--- config.mk ---
export PLATFORM = sky130hd
export DESIGN_NAME = dly_line_ctrl
export DESIGN_NICKNAME = d
export VERILOG_FILES = /design/src/rtl/dly_pkg.sv /design/src/rtl/dly_phase_seq.sv /design/src/rtl/dly_addr_gen.sv /design/src/rtl/dly_data_path.sv /design/src/rtl/dly_line_ctrl.sv
export SDC_FILE = /design/constraint.sdc
export NUM_CORES = 1
export LEC_CHECK = 0
export BUFFER_PORTS_ARGS = -buffer_cell sky130_fd_sc_hd__buf_4
export CORE_MARGIN = 2
export CORE_UTILIZATION = 40
export CTS_BUF_LIST = sky130_fd_sc_hd__clkbuf_8
export CTS_CLUSTER_SIZE = 8
export DETAILED_ROUTE_END_ITERATION = 16
export PLACE_DENSITY = 0.62
export SETUP_SLACK_MARGIN = 0.4
export SLEW_MARGIN = 25
export SYNTH_ARGS = -nofsm -noshare
export SYNTH_HDL_FRONTEND = slang
export SYNTH_HIERARCHICAL = 1
export SYNTH_SLANG_ARGS = --single-unit
export TNS_END_PERCENT = 10
--- constraint.sdc ---
create_clock -name clk -period 2.5 [get_ports clk]
set_clock_uncertainty 0.1 [all_clocks]
set_input_delay 0.125 -clock clk [delete_from_list [all_inputs] [get_ports clk]]
set_output_delay 0.125 -clock clk [all_outputs]
set_load 0.02 [all_outputs]
--- src/rtl/dly_pkg.sv ---
package dly_pkg;
    localparam int CYC_LEN = 9;
    localparam int PH_W    = $clog2(CYC_LEN);

    localparam logic [PH_W-1:0] PH_ROW  = PH_W'(0);
    localparam logic [PH_W-1:0] PH_RAS  = PH_W'(1);
    localparam logic [PH_W-1:0] PH_COL  = PH_W'(2);
    localparam logic [PH_W-1:0] PH_CAS  = PH_W'(3);
    localparam logic [PH_W-1:0] PH_CAPT = PH_W'(4);
    localparam logic [PH_W-1:0] PH_WR   = PH_W'(5);
    localparam logic [PH_W-1:0] PH_REL  = PH_W'(6);
    localparam logic [PH_W-1:0] PH_LAST = PH_W'(CYC_LEN - 1);

    typedef struct packed {
        logic ras_n;
        logic cas_n;
        logic we_n;
        logic stb;
    } strobe_t;

    localparam strobe_t STROBE_IDLE = '{ras_n: 1'b1, cas_n: 1'b1, we_n: 1'b1, stb: 1'b0};
endpackage

--- src/rtl/dly_phase_seq.sv ---
module dly_phase_seq
    import dly_pkg::*;
(
    input  logic            clk,
    input  logic            rst_n,
    output logic [PH_W-1:0] phase,
    output logic            ras_n,
    output logic            cas_n,
    output logic            we_n,
    output logic            sample_stb
);
    typedef struct packed {
        logic [PH_W-1:0] ph;
        strobe_t         s;
    } seq_t;

    seq_t seq_d, seq_q;

    always_comb begin
        seq_d    = seq_q;
        seq_d.ph = (seq_q.ph == PH_LAST) ? '0 : seq_q.ph + PH_W'(1);
        seq_d.s  = STROBE_IDLE;
        unique case (seq_d.ph)
            PH_RAS, PH_COL: seq_d.s.ras_n = 1'b0;
            PH_CAS, PH_CAPT: begin
                seq_d.s.ras_n = 1'b0;
                seq_d.s.cas_n = 1'b0;
            end
            PH_WR: begin
                seq_d.s.ras_n = 1'b0;
                seq_d.s.cas_n = 1'b0;
                seq_d.s.we_n  = 1'b0;
                seq_d.s.stb   = 1'b1;
            end
            default: seq_d.s = STROBE_IDLE;
        endcase
    end

    always_ff @(posedge clk or negedge rst_n) begin
        if (!rst_n) begin
            seq_q.ph <= PH_LAST;
            seq_q.s  <= STROBE_IDLE;
        end else begin
            seq_q <= seq_d;
        end
    end

    assign phase      = seq_q.ph;
    assign ras_n      = seq_q.s.ras_n;
    assign cas_n      = seq_q.s.cas_n;
    assign we_n       = seq_q.s.we_n;
    assign sample_stb = seq_q.s.stb;

    assert_phase_range_R5: assert property (@(posedge clk) disable iff (!rst_n)
        int'(seq_q.ph) < CYC_LEN);
    assert_cas_under_ras_R4: assert property (@(posedge clk) disable iff (!rst_n)
        $fell(cas_n) |-> !ras_n);
    assert_we_inside_R4: assert property (@(posedge clk) disable iff (!rst_n)
        !we_n |-> (!ras_n && !cas_n));
    assert_precharge_R4: assert property (@(posedge clk) disable iff (!rst_n)
        $rose(ras_n) |=> (ras_n && cas_n && we_n));
    assert_stb_with_we_R5: assert property (@(posedge clk) disable iff (!rst_n)
        sample_stb |-> !we_n);
    assert_stb_single_R5: assert property (@(posedge clk) disable iff (!rst_n)
        sample_stb |=> !sample_stb);
endmodule

--- src/rtl/dly_addr_gen.sv ---
module dly_addr_gen #(
    parameter int BUS_W = 9
) (
    input  logic             clk,
    input  logic             rst_n,
    input  logic             small_mode,
    input  logic             advance,
    input  logic             col_sel,
    output logic [BUS_W-1:0] addr
);
    localparam int CNT_W = 2 * BUS_W;
    localparam int SW    = BUS_W - 1;

    logic [CNT_W-1:0] cnt_d, cnt_q;
    logic [CNT_W-1:0] wrap_mask;
    logic [BUS_W-1:0] row_full, col_full, row_small, col_small;

    assign wrap_mask = small_mode ? {2'b00, {(2*SW){1'b1}}} : {CNT_W{1'b1}};

    always_comb begin
        cnt_d = cnt_q;
        if (advance) begin
            cnt_d = (cnt_q + CNT_W'(1)) & wrap_mask;
        end
    end

    always_ff @(posedge clk or negedge rst_n) begin
        if (!rst_n) cnt_q <= '0;
        else        cnt_q <= cnt_d;
    end

    assign row_full  = cnt_q[BUS_W-1:0];
    assign col_full  = cnt_q[CNT_W-1:BUS_W];
    assign row_small = {1'b0, cnt_q[SW-1:0]};
    assign col_small = {1'b0, cnt_q[2*SW-1:SW]};

    always_comb begin
        if (small_mode) addr = col_sel ? col_small : row_small;
        else            addr = col_sel ? col_full  : row_full;
    end

    assert_count_step_R2: assert property (@(posedge clk) disable iff (!rst_n)
        advance |=> cnt_q == (($past(cnt_q) + CNT_W'(1)) & $past(wrap_mask)));
    assert_small_top_line_R3: assert property (@(posedge clk) disable iff (!rst_n)
        small_mode |-> !addr[BUS_W-1]);
endmodule

--- src/rtl/dly_data_path.sv ---
module dly_data_path (
    input  logic clk,
    input  logic rst_n,
    input  logic capture,
    input  logic din,
    input  logic ram_dout,
    output logic dout,
    output logic ram_din
);
    typedef struct packed {
        logic rd;
        logic wr;
    } dat_t;

    dat_t dat_d, dat_q;

    always_comb begin
        dat_d = dat_q;
        if (capture) begin
            dat_d.rd = ram_dout;
            dat_d.wr = din;
        end
    end

    always_ff @(posedge clk or negedge rst_n) begin
        if (!rst_n) dat_q <= '0;
        else        dat_q <= dat_d;
    end

    assign dout    = dat_q.rd;
    assign ram_din = dat_q.wr;

    assert_out_only_on_capture_R6: assert property (@(posedge clk) disable iff (!rst_n)
        !$stable(dout) |-> $past(capture));
endmodule

--- src/rtl/dly_line_ctrl.sv ---
module dly_line_ctrl
    import dly_pkg::*;
#(
    parameter int BUS_W = 9
) (
    input  logic             clk,
    input  logic             rst_n,
    input  logic             small_mode,
    input  logic             din,
    input  logic             ram_dout,
    output logic [BUS_W-1:0] ram_addr,
    output logic             ram_ras_n,
    output logic             ram_cas_n,
    output logic             ram_we_n,
    output logic             ram_din,
    output logic             dout,
    output logic             sample_stb
);
    logic [PH_W-1:0] phase;
    logic            capture, advance, col_sel;

    dly_phase_seq u_seq (
        .clk        (clk),
        .rst_n      (rst_n),
        .phase      (phase),
        .ras_n      (ram_ras_n),
        .cas_n      (ram_cas_n),
        .we_n       (ram_we_n),
        .sample_stb (sample_stb)
    );

    assign capture = (phase == PH_CAPT);
    assign advance = (phase == PH_REL);
    assign col_sel = (phase >= PH_COL) && (phase <= PH_REL);

    dly_addr_gen #(.BUS_W(BUS_W)) u_addr (
        .clk        (clk),
        .rst_n      (rst_n),
        .small_mode (small_mode),
        .advance    (advance),
        .col_sel    (col_sel),
        .addr       (ram_addr)
    );

    dly_data_path u_data (
        .clk      (clk),
        .rst_n    (rst_n),
        .capture  (capture),
        .din      (din),
        .ram_dout (ram_dout),
        .dout     (dout),
        .ram_din  (ram_din)
    );

    assert_addr_hold_R8: assert property (@(posedge clk) disable iff (!rst_n)
        (!ram_cas_n && !$fell(ram_cas_n)) |-> $stable(ram_addr));
endmodule

==> metrics.md, run 1 <==
| Metric | Value |
|---|---|
| Startpoint Class | register |
| CTS tree | done |
| Post-DP HPWL | about 2200 um |
| Post-Place Setup Slack | 270 ps |
| Chip height | 65.6 um |
| Cell Rows | 22 |
| CORE AREA | 0.00366 mm^2 |
| Asr flop ratio synth | 100% |
| Initial Utilization | 41.5% |
| Layout cell share with drive strength beyond 1 | 23.0% |
| Fillers | 337 |
| Hold path cells | 2 |
| Gr ovfl total | 0 |
| Antenna Nets Post-Route | 0 |
| Largest net degree at the start of global routing | 29 |
| Setup violators final | 0 |
| Pwr dens | 401 mW/mm^2 |
| Min-Delay Path Class | primary input to register |
| Path depth of the worst reg2reg path | 6 |
| Commonest non-fill, non-tap cells in the layout | 24 x buf_4, 23 x dfrtp_1, 20 x nor2_1 |
| WL per Instance | 13.2 um |
| Flops & latches, synth | 28 |
| Max-cap violations | 0 |
| Mapped Area | 0.00152 mm^2 |
| Initial antenna violation count | 0 |
| Final Hold Viols | 0 |
| Final worst path period share | between 80 and 90% |
| Cts bufs inserted | 3 |
| First-pass GRT wire length | 4890 um |
| Status | completed |
| Die area | roughly 0.0043 mm^2 |
| Minimum clock period | between 2000 and 2500 ps |
| Setup CP Type | register to register |
| Synth unique cells | 39 |
| Slew Viols, Final | 0 |
| Drt total wl | 2990 um |
| Highest Clock Rate | around 0.50 GHz |
| FF-to-FF Start | u_seq/phase[0]$_DFF_PN0_ |
| RSZ-0062 raised after global routing | no |
| First-pass iteration count of the detailed router | 4 |
| Mean Syn Cell Area | about 10 um^2 |
| R2R Path End | u_addr/cnt_q[12]$_DFFE_PN0P_ |
| DRC | 0 |
| CP Max Fanout | 11 |
| Worst slew margin | 72.9% |
| Mapped Cells | 152 |
| Post-synth EDFFs | 0 |
| XOR/XNOR Fraction of Synth Area | 9.81% |
| Vias per cell | 5.15 |
| # clock sinks | 28 |
| Largest family of logic cells by synthesized area | simple AND/OR/NAND/NOR gates |
| Reg-to-reg slack, setup | around 490 ps |
| Leak pwr | around 0.86 nW |
| GPL Wtd Cong | 0.837 |
| GRT Total Usage | 15.0% |
| Worst Hold Launch | small_mode |
| Layout Nets | 189 |
| Worst Tran Pin Value | 403 ps |
| P&R area growth vs syn | 20.3% |
| Sequential-to-total area share from yosys stat | 46.5% |
| Worst vdd ir | 199 uV |
| Clock latency on the worst-skew pair | 270 ps |
| Commonest non-fill, non-tap cell in the layout | buf_4 |
| Worst Path Required | roughly 2600 ps |
| H-tree depth | 1 |
| Synth Area in Compound Gates | 8.24% |
| Worst EP arrival | between 2000 and 2500 ps |
| Die Width | ~66 um |
| Simple-gate area share of the yosys netlist | 19.3% |
| # diodes | 0 |
| YS warnings | 6 |
| Mux cell area share after synthesis | 8.16% |
| Synth Area in Adders | 4.12% |
| Via count | 1163 |
| CTS root buffer | clkbuf_8 |
| Vias in the first global route | ~1100 |
| Ports | 20 |
| Initial DRC Count | 41 |
| Hold path endpoint | u_addr/cnt_q[17]$_DFFE_PN0P_ |
| Crit end category | register |
| Port-buffer cells | 19 |
| Predominant post-synthesis flop cell | dfrtp_1 |
| Syn nets | 162 |
| Setup ws final | roughly 500 ps |
| Longest Clk Path Bufs | 2 |
| Worst-path clk slew | 90 ps |
| Final TNS setup | 0 ps |
==> synthesized netlist by cell type (2+ instances only) <==
| library cell | instances | share of area, % |
|---|---|---|
| a31oi_1 | 2 | 0.82 |
| inv_1 | 9 | 2.2 |
| mux2_2 | 2 | 1.5 |
| clkbuf_1 | 2 | 0.49 |
| nand2_1 | 9 | 2.2 |
| dfrtp_1 | 24 | 40 |
| ha_1 | 5 | 4.1 |
| buf_2 | 2 | 0.66 |
| mux2i_1 | 9 | 5.9 |
| nor2_1 | 20 | 4.9 |
| xor2_1 | 4 | 2.3 |
| nor4_1 | 2 | 0.82 |
| a21oi_1 | 11 | 3.6 |
| nand4_1 | 6 | 2.5 |
| dfstp_2 | 4 | 6.9 |
| xnor2_1 | 13 | 7.5 |
| nand3_1 | 6 | 2.0 |
==> worst max-delay path by stage <==
| stage | startpoint | end |
|---|---|---|
| global placement | u_seq/phase[0]$_DFF_PN0_ | u_addr/cnt_q[13]$_DFFE_PN0P_ |
| global route | u_seq/phase[0]$_DFF_PN0_ | u_addr/cnt_q[17]$_DFFE_PN0P_ |
| CTS | u_seq/phase[0]$_DFF_PN0_ | u_addr/cnt_q[13]$_DFFE_PN0P_ |
| finish | u_seq/phase[0]$_DFF_PN0_ | u_addr/cnt_q[12]$_DFFE_PN0P_ |
| floorplan | u_seq/phase[0]$_DFF_PN0_ | u_addr/cnt_q[13]$_DFFE_PN0P_ |
| detailed placement | u_seq/phase[0]$_DFF_PN0_ | u_addr/cnt_q[13]$_DFFE_PN0P_ |
==> what timing repair did <==
item / in CTS / in global routing
hold buffers: 3 / 0
resized for setup: 2 / 1
setup endpoints to repair: 4 / 6
hold endpoints to repair: 30 / 0
pin swaps: 1 / 3
setup buffers: 0 / 4
==> sequential cells by signal, summed over array words and instances, names as in the netlist <==
| register | cells |
|---|---|
| u_seq/sample_stb | 1 |
| u_seq/we_n | 1 |
| u_addr/cnt_q | 18 |
| u_data/dout | 1 |
| u_data/ram_din | 1 |
| u_seq/phase | 4 |
| u_seq/ras_n | 1 |
| u_seq/cas_n | 1 |
==> area by class of cell <==
cell class                      count  area (um^2)  share of cell area (%)
Sequential cell                    28          707                    38.7
Multi-Input combinational cell    109          766                    41.9
Clock buffer                        3         41.3                    2.26
Clock inverter                      1         3.75                   0.206
Timing Repair Buffer               27          210                    11.5
Inverter                           10         37.5                    2.06
Tap cell                           48         60.1                    3.29
==> metal layers <==
| metal | global-route usage, % | share of wire, % | wire length (um) |
|---|---|---|---|
| met4 | 6.25 | 1.4 | 43 |
| met3 | 2.57 | 2.1 | 64 |
| met1 | 18.9 | 46 | 1370 |
| met5 | 0 | 0 | 0 |
| met2 | 25.4 | 51 | 1520 |
==> worst max-delay path, stage by stage (launching register included) <==
cell      delay, ps
dfrtp_2         490
and4bb_4        370
buf_4           130
nand3_1          90
or4_4           460
nor2_1          150
xor2_1          150
==> where the power goes <==
group / switching [mW] / internal (mW)
registers: 0.00133 / 0.455
clock network: 0.131 / 0.110
logic: 0.0199 / 0.0153
total: 0.152 / 0.580
==> per-stage QoR <==
stage	cells	hold WS (ps)	power [mW]	utilization (%)	cell area (um^2)
after floorplan	152	-271	0.478	-	1520
after global placement	215	-39.4	0.497	46.6	1710
after detailed placement	215	-38.7	0.497	46.6	1710
after CTS	222	91.1	0.743	49.0	1790
after global routing	226	111	0.769	49.9	1830
final	226	104	0.732	49.9	1830
==> logic make-up after synthesis <==
group,count (synthesis)
AOI/OAI and AO/OA,21
muxes,12
and+or+nand+nor,54
buffers and inverters,15
DFF,28
xor gates and xnor gates,17
adders and majority gates,5
(Power assumes the default switching activity.)
==> run 2, diff against run 1 <==
==> constraint.sdc (replaced) <==
create_clock -name clk -period 1.96 [get_ports clk]
set_clock_uncertainty 0.1 [all_clocks]
set_input_delay 0.098 -clock clk [delete_from_list [all_inputs] [get_ports clk]]
set_output_delay 0.098 -clock clk [all_outputs]
set_load 0.02 [all_outputs]
==> run 2 against run 1 <==
  * Worst setup slack worse by 380 ps
  * Critical path depth stayed put
  * Power up 34%
  * First-iteration DRC count is 7.3% higher
  * Clock-buffer cell count grew 1
  * Non-clock buffer count rose by 9
  * Die area stayed put
  * Global-route usage grew 1.9 points
  * Hold slack got worse by 23 ps
  * Combinational power grew 29%
==> metrics.md, run 2 (synthesized netlist as in run 1, its figures left out) <==
| Metric | Value |
|---|---|
| Highest Clock Rate | 0.542 GHz (+8.8%) |
| GRT met3 Usage | 2.74% (+0.17 points) |
| Minimum clock period | 1850 ps (-163 ps) |
| Vias per cell | 5.34 (+3.8%) |
| Via count | 1255 (+7.9%) |
| Gr ovfl total | 0 (unchanged) |
| Slew Viols, Final | 0 (unchanged) |
| Cts bufs inserted | 3 (unchanged) |
| Drt total wl | 3340 um (+12%) |
| Initial DRC Count | 44 (+7.3%) |
| Pwr dens | 499 mW/mm^2 (+24%) |
| Cell Chain, Critical Path | buf_6, and4bb_2, nand3_1, or4_4, nor2_2, xor2_1 |
| Vias in the first global route | 1201 (+10%) |
| Min-Delay Path Class | primary input to register |
| Max reg flops | 18 (unchanged) |
| Status | completed |
| Post-DP HPWL | 2160 um (-0.30%) |
| CTS tree | done |
| Chip height | 65.6 um (unchanged) |
| CORE AREA | 0.00366 mm^2 (unchanged) |
| Worst-path clk slew | 90 ps (about the same) |
| Commonest non-fill, non-tap cells in the layout | 27 x buf_4, 23 x dfrtp_1, 17 x nor2_1 |
| P&R area growth vs syn | 29.2% |
| Die Width | 65.6 um (unchanged) |
| H-tree depth | 1 (unchanged) |
| Top Usage Layer GRT | met2 |
| Worst Tran Pin Value | 351 ps (-51.8 ps) |
| Max-cap violations | 0 (unchanged) |
| # clock sinks | 28 (unchanged) |
| Antenna Nets Post-Route | 0 (unchanged) |
| GRT Total Usage | 16.9% (+1.9 points) |
| Crit end category | register |
| WL per Instance | 14.2 um (+7.6%) |
| Grt met2 use | 28.3% (+2.9 points) |
| DRC | 0 (unchanged) |
| Leak pwr | 0.928 nW (+7.3%) |
| GPL Wtd Cong | 0.845 (+0.99%) |
| Setup violators final | 0 (unchanged) |
| Worst EP arrival | 1940 ps (-170 ps) |
| CTS root buffer | clkbuf_8 |
| Final total power | 979 uW (+34%) |
| Largest net degree at the start of global routing | 29 (unchanged) |
| Setup ws final | 115 ps (-377 ps) |
| Final Hold Viols | 0 (unchanged) |
| Initial Utilization | 41.5% (unchanged) |
| Layout cell share with drive strength beyond 1 | 31.6% (+8.5 points) |
| Clock latency on the worst-skew pair | 270 ps (about the same) |
| Worst Path Required | 2060 ps (-540 ps) |
| Post-Place Setup Slack | 188 ps (-82.1 ps) |
| Final TNS setup | 0 ps (unchanged) |
| Setup CP Type | register to register |
| Worst vdd ir | 265 uV (+33%) |
| Top flop regs | u_addr/cnt_q: 18 flops, u_seq/phase: 4 flops |
| Startpoint Class | register |
| Fillers | 331 (-1.8%) |
| Register name with the most flops | u_addr/cnt_q |
| First-pass GRT wire length | 5610 um (+15%) |
| CP max-delay cell | or4_4 |
| # diodes | 0 (unchanged) |
| CP Max Fanout | 6 (-5) |
| Layout Nets | 198 (+4.8%) |
| Port-buffer cells | 19 (unchanged) |
| Ports | 20 (unchanged) |
| Crit-path max cell delay | 470 ps (-20 ps) |
| Worst slew margin | 76.4% (+3.5 points) |
| Grt met1 use | 22.8% (+3.9 points) |
| Commonest non-fill, non-tap cell in the layout | buf_4 |
| First-pass iteration count of the detailed router | 5 (+1) |
| Longest Clk Path Bufs | 2 (unchanged) |
| Final worst path period share | 94.2% (+14 points) |
| Initial antenna violation count | 0 (unchanged) |
| Die area | 0.00430 mm^2 (unchanged) |
| RSZ-0062 raised after global routing | yes |
| Cell Rows | 22 (unchanged) |
[run 2: worst paths after layout]
path | startpoint | endpoint | slack [ps] | cells after the start
setup / recovery | u_seq/phase[3]$_DFF_PN1_ | u_addr/cnt_q[12]$_DFFE_PN0P_ | 110 | 6
hold / removal | small_mode | u_addr/cnt_q[17]$_DFFE_PN0P_ | 80 | 2
setup reg to reg | u_seq/phase[3]$_DFF_PN1_ | u_addr/cnt_q[12]$_DFFE_PN0P_ | 110 | 6
hold reg to reg | u_data/dout$_DFFE_PN0P_ | u_data/dout$_DFFE_PN0P_ | 420 | 1
max in group asynchronous | rst_n | u_seq/phase[3]$_DFF_PN1_ | 1280 | 2
min in group asynchronous | rst_n | u_seq/sample_stb$_DFF_PN0_ | 170 | 2
[run 2: report_power, final]
group          total (mW)  switching [mW]  internal, mW
Combinational      0.0454          0.0258        0.0196
Clock               0.351           0.172         0.180
Sequential          0.582         0.00158         0.580
Total               0.979           0.199         0.780
[run 2: area by class of cell]
class / count / area (um^2) / area share [%]
clock buffers: 4 / 55.1 / 2.81
inverters: 10 / 37.5 / 1.91
flip-flops and latches: 28 / 707 / 36.1
repair buffers: 36 / 294 / 15.0
well taps: 48 / 60.1 / 3.06
multi-input cells: 109 / 807 / 41.2
[run 2: stage by stage]
stage                     utilization, %  instances  area, um^2  hold WS [ps]
after detailed placement            47.8        219        1750         -64.3
after global routing                53.6        235        1960          92.9
final                               53.6        235        1960          81.0
after global placement              47.8        219        1750         -68.2
after floorplan                        -        152        1540          -298
after CTS                           52.4        232        1920          61.0
[run 2: repair_timing]
item | CTS | global route
resized for setup | 12 | 5
pin swaps | 1 | 1
endpoints found under the hold margin | 30 | 0
gates cloned | 2 | 0
hold buffers | 3 | 0
endpoints found under the setup margin | 25 | 31
buffers inserted | 4 | 3
[run 2: metal layers]
metal  share of wire, %  routed length, um
met1                 46               1540
met2                 48               1590
met3                5.1                172
met4                1.1                 36
met5                  0                  0
[run 2: critical path: cells and delay by family, from the launching register on]
family	cells	cell delay, ps
DFF	1	380
and+or+nand+nor	4	1020
buffers and inverters	1	120
xor gates and xnor gates	1	150
==> run 3, diff against run 2 <==
--- a/config.mk
+++ b/config.mk
@@ -11,7 +11,7 @@
 export CTS_BUF_LIST = sky130_fd_sc_hd__clkbuf_8
 export CTS_CLUSTER_SIZE = 8
 export DETAILED_ROUTE_END_ITERATION = 16
-export PLACE_DENSITY = 0.62
+export PLACE_DENSITY_LB_ADDON = 0.08
 export SETUP_SLACK_MARGIN = 0.4
 export SLEW_MARGIN = 25
 export SYNTH_ARGS = -nofsm -noshare
==> run 3 against run 2 <==
  * Power is 4.8% lower
  * Final cell count unchanged
  * Global-route usage grew 0.45 points
  * Maximum frequency up 2.9%
  * Flip-flop and latch count unchanged
  * Sequential share of layout area grew 0.16 points
  * Die area unchanged
  * Via count shrank 4.9%
  * Worst setup slack better by 53 ps
  * Wire length decreased by 5.2%
  * Critical path type is now register to primary output
  * Critical endpoint is now ram_addr[8]
  * Largest power group unchanged
==> metrics.md, run 3 (synthesized netlist as in run 1, its figures left out) <==
| Metric | Value |
|---|---|
| Status | completed |
| Worst vdd ir | 431 uV (+63%) |
| Initial DRC Count | 74 (+68%) |
| CTS tree | done |
| Final worst path period share | 91.5% (-2.7 points) |
| Initial Utilization | 41.5% (unchanged) |
| Via count | 1193 (-4.9%) |
| Crit end category | primary output |
| Minimum clock period | 1790 ps (-52.9 ps) |
| Post-DP HPWL | 2190 um (+1.3%) |
| Cell-internal power | 741 uW (-5.0%) |
| Setup violators final | 0 (unchanged) |
| First-pass GRT wire length | 5770 um (+2.8%) |
| CP Max Fanout | 5 (-1) |
| GRT Total Usage | 17.3% (+0.45 points) |
| CORE AREA | 0.00366 mm^2 (unchanged) |
| Commonest non-fill, non-tap cells in the layout | 29 x buf_4, 23 x dfrtp_1, 17 x nor2_1 |
| Chip height | 65.6 um (unchanged) |
| Initial antenna violation count | 0 (unchanged) |
| WL per Instance | 13.5 um (-5.2%) |
| Register area | 707 um^2 (unchanged) |
| Final Hold Viols | 0 (unchanged) |
| Drt total wl | 3170 um (-5.2%) |
| Port-buffer cells | 19 (unchanged) |
| Multi-input gate area | 810 um^2 (+0.31%) |
| CTS root buffer | clkbuf_8 |
| Hold path cells | 2 (unchanged) |
| Largest net degree at the start of global routing | 29 (unchanged) |
| Setup CP Type | register to primary output |
| Worst Path Required | 1760 ps (-300 ps) |
| Worst slew margin | 76.6% (+0.23 points) |
| Ports | 20 (unchanged) |
| Max-cap violations | 0 (unchanged) |
| Pwr dens | 477 mW/mm^2 (-4.4%) |
| # clock sinks | 28 (unchanged) |
| Fillers | 332 (+0.30%) |
| Comb pwr share | 4.9% (+0.3 points) |
| Final TNS setup | 0 ps (unchanged) |
| Layout Nets | 198 (unchanged) |
| RSZ-0062 raised after global routing | yes |
| Slew Viols, Final | 0 (unchanged) |
| Worst-path clk slew | 90 ps (about the same) |
| Worst Tran Pin Value | 348 ps (-3.49 ps) |
| Sequential Power Share | 62.5% (+3.0 points) |
| Vias in the first global route | 1264 (+5.2%) |
| Startpoint Class | register |
| Worst EP arrival | 1590 ps (-350 ps) |
| FF-to-FF Start | u_seq/phase[0]$_DFF_PN0_ |
| Clock power frac | 32.6% (-3.3 points) |
| Gr ovfl total | 0 (unchanged) |
| DRC | 0 (unchanged) |
| P&R area growth vs syn | 28.6% |
| Vias per cell | 5.08 (-4.9%) |
| Leak pwr | 0.920 nW (-0.76%) |
| Highest Clock Rate | 0.558 GHz (+2.9%) |
| Register name with the most flops | u_addr/cnt_q |
| Cts bufs inserted | 3 (unchanged) |
| Antenna Nets Post-Route | 0 (unchanged) |
| Reg-to-reg slack, setup | 190 ps (+80 ps) |
| Clock latency on the worst-skew pair | 270 ps (about the same) |
| Final core occ | 53.3% (-0.24 points) |
| Max reg flops | 18 (unchanged) |
| First-pass iteration count of the detailed router | 4 (-1) |
| H-tree depth | 1 (unchanged) |
| GPL Wtd Cong | 0.810 (-4.2%) |
| P_sw | 191 uW (-4.1%) |
| Cell Rows | 22 (unchanged) |
| R2R Path End | u_addr/cnt_q[13]$_DFFE_PN0P_ |
| # diodes | 0 (unchanged) |
| Longest Clk Path Bufs | 2 (unchanged) |
| Die Width | 65.6 um (unchanged) |
| Min-Delay Path Class | primary input to register |
| Path depth of the worst reg2reg path | 5 (-1) |
| Die area | 0.00430 mm^2 (unchanged) |
| Top flop regs | u_addr/cnt_q: 18 flops, u_seq/phase: 4 flops |
| Sw Share | 20.5% (+0.15 points) |
| Layout cell share with drive strength beyond 1 | 30.5% (-1.1 points) |
| Hold path endpoint | u_addr/cnt_q[17]$_DFFE_PN0P_ |
| Worst Hold Launch | small_mode |
| Commonest non-fill, non-tap cell in the layout | buf_4 |
-- run 3: layer usage --
layer / wire [um] / part of all wire [%] / track usage, % / vias up
met2: 1470 / 46 / 26.0 / 22
met4: 14 / 0.44 / 4.95 / 0
li1: - / - / - / 592
met3: 117 / 3.7 / 3.94 / 2
met1: 1570 / 50 / 25.1 / 577
met5: 0 / 0 / 0 / -
-- run 3: power by group through the flow --
stage	sequential, mW	clock [mW]	combinational (mW)
2_1_floorplan	0.596	0	0.0142
3_3_place_gp	0.593	0	0.0416
3_5_place_dp	0.593	0	0.0422
4_1_cts	0.582	0.319	0.0468
5_1_grt	0.583	0.339	0.0515
6_report	0.582	0.304	0.0461
-- run 3: stage by stage --
step | std cells | hold WS, ps | power, mW | worst slack [ps] | cell area (um^2)
after global routing | 235 | 81.8 | 0.974 | 45.3 | 1950
final | 235 | 72.7 | 0.932 | 167 | 1950
after floorplan | 152 | -298 | 0.610 | 130 | 1540
after CTS | 235 | 73.3 | 0.948 | 169 | 1940
after global placement | 219 | -64.2 | 0.635 | 157 | 1750
after detailed placement | 219 | -65.4 | 0.635 | 131 | 1750
-- run 3: worst max-delay path by stage --
stage,start,end,slack (ps),cells past startpoint
6_report,u_seq/phase[2]$_DFF_PN0_,ram_addr[8],170,7
5_1_grt,u_seq/phase[0]$_DFF_PN0_,u_addr/cnt_q[13]$_DFFE_PN0P_,50,5
4_1_cts,u_seq/phase[0]$_DFF_PN0_,ram_addr[8],170,6
3_5_place_dp,u_seq/phase[3]$_DFF_PN1_,u_addr/cnt_q[12]$_DFFE_PN0P_,130,5
3_3_place_gp,u_seq/phase[3]$_DFF_PN1_,u_addr/cnt_q[12]$_DFFE_PN0P_,160,5
2_1_floorplan,u_seq/phase[3]$_DFF_PN1_,ram_addr[6],130,6
-- run 3: worst max-delay path, cell delays in order, from the launching register on --
cell	delay, ps
dfrtp_1	370
buf_6	130
o21bai_4	70
a31oi_4	200
buf_6	160
mux2i_1	190
nor2_1	50
buf_4	150
-- run 3: area by class of cell --
class / count / area share [%]
multi-input cells: 109 / 41.5
repair buffers: 36 / 15.0
clock buffers: 3 / 2.12
well taps: 48 / 3.08
flip-flops and latches: 28 / 36.2
inverters: 10 / 1.92
clock inverters: 1 / 0.192
-- run 3: what timing repair did --
item	in CTS	in global routing
setup endpoints to repair	26	31
hold buffers	3	0
resized for setup	12	6
hold endpoints to repair	30	0
cloned	2	0
pin swaps	2	1
setup buffers	7	0
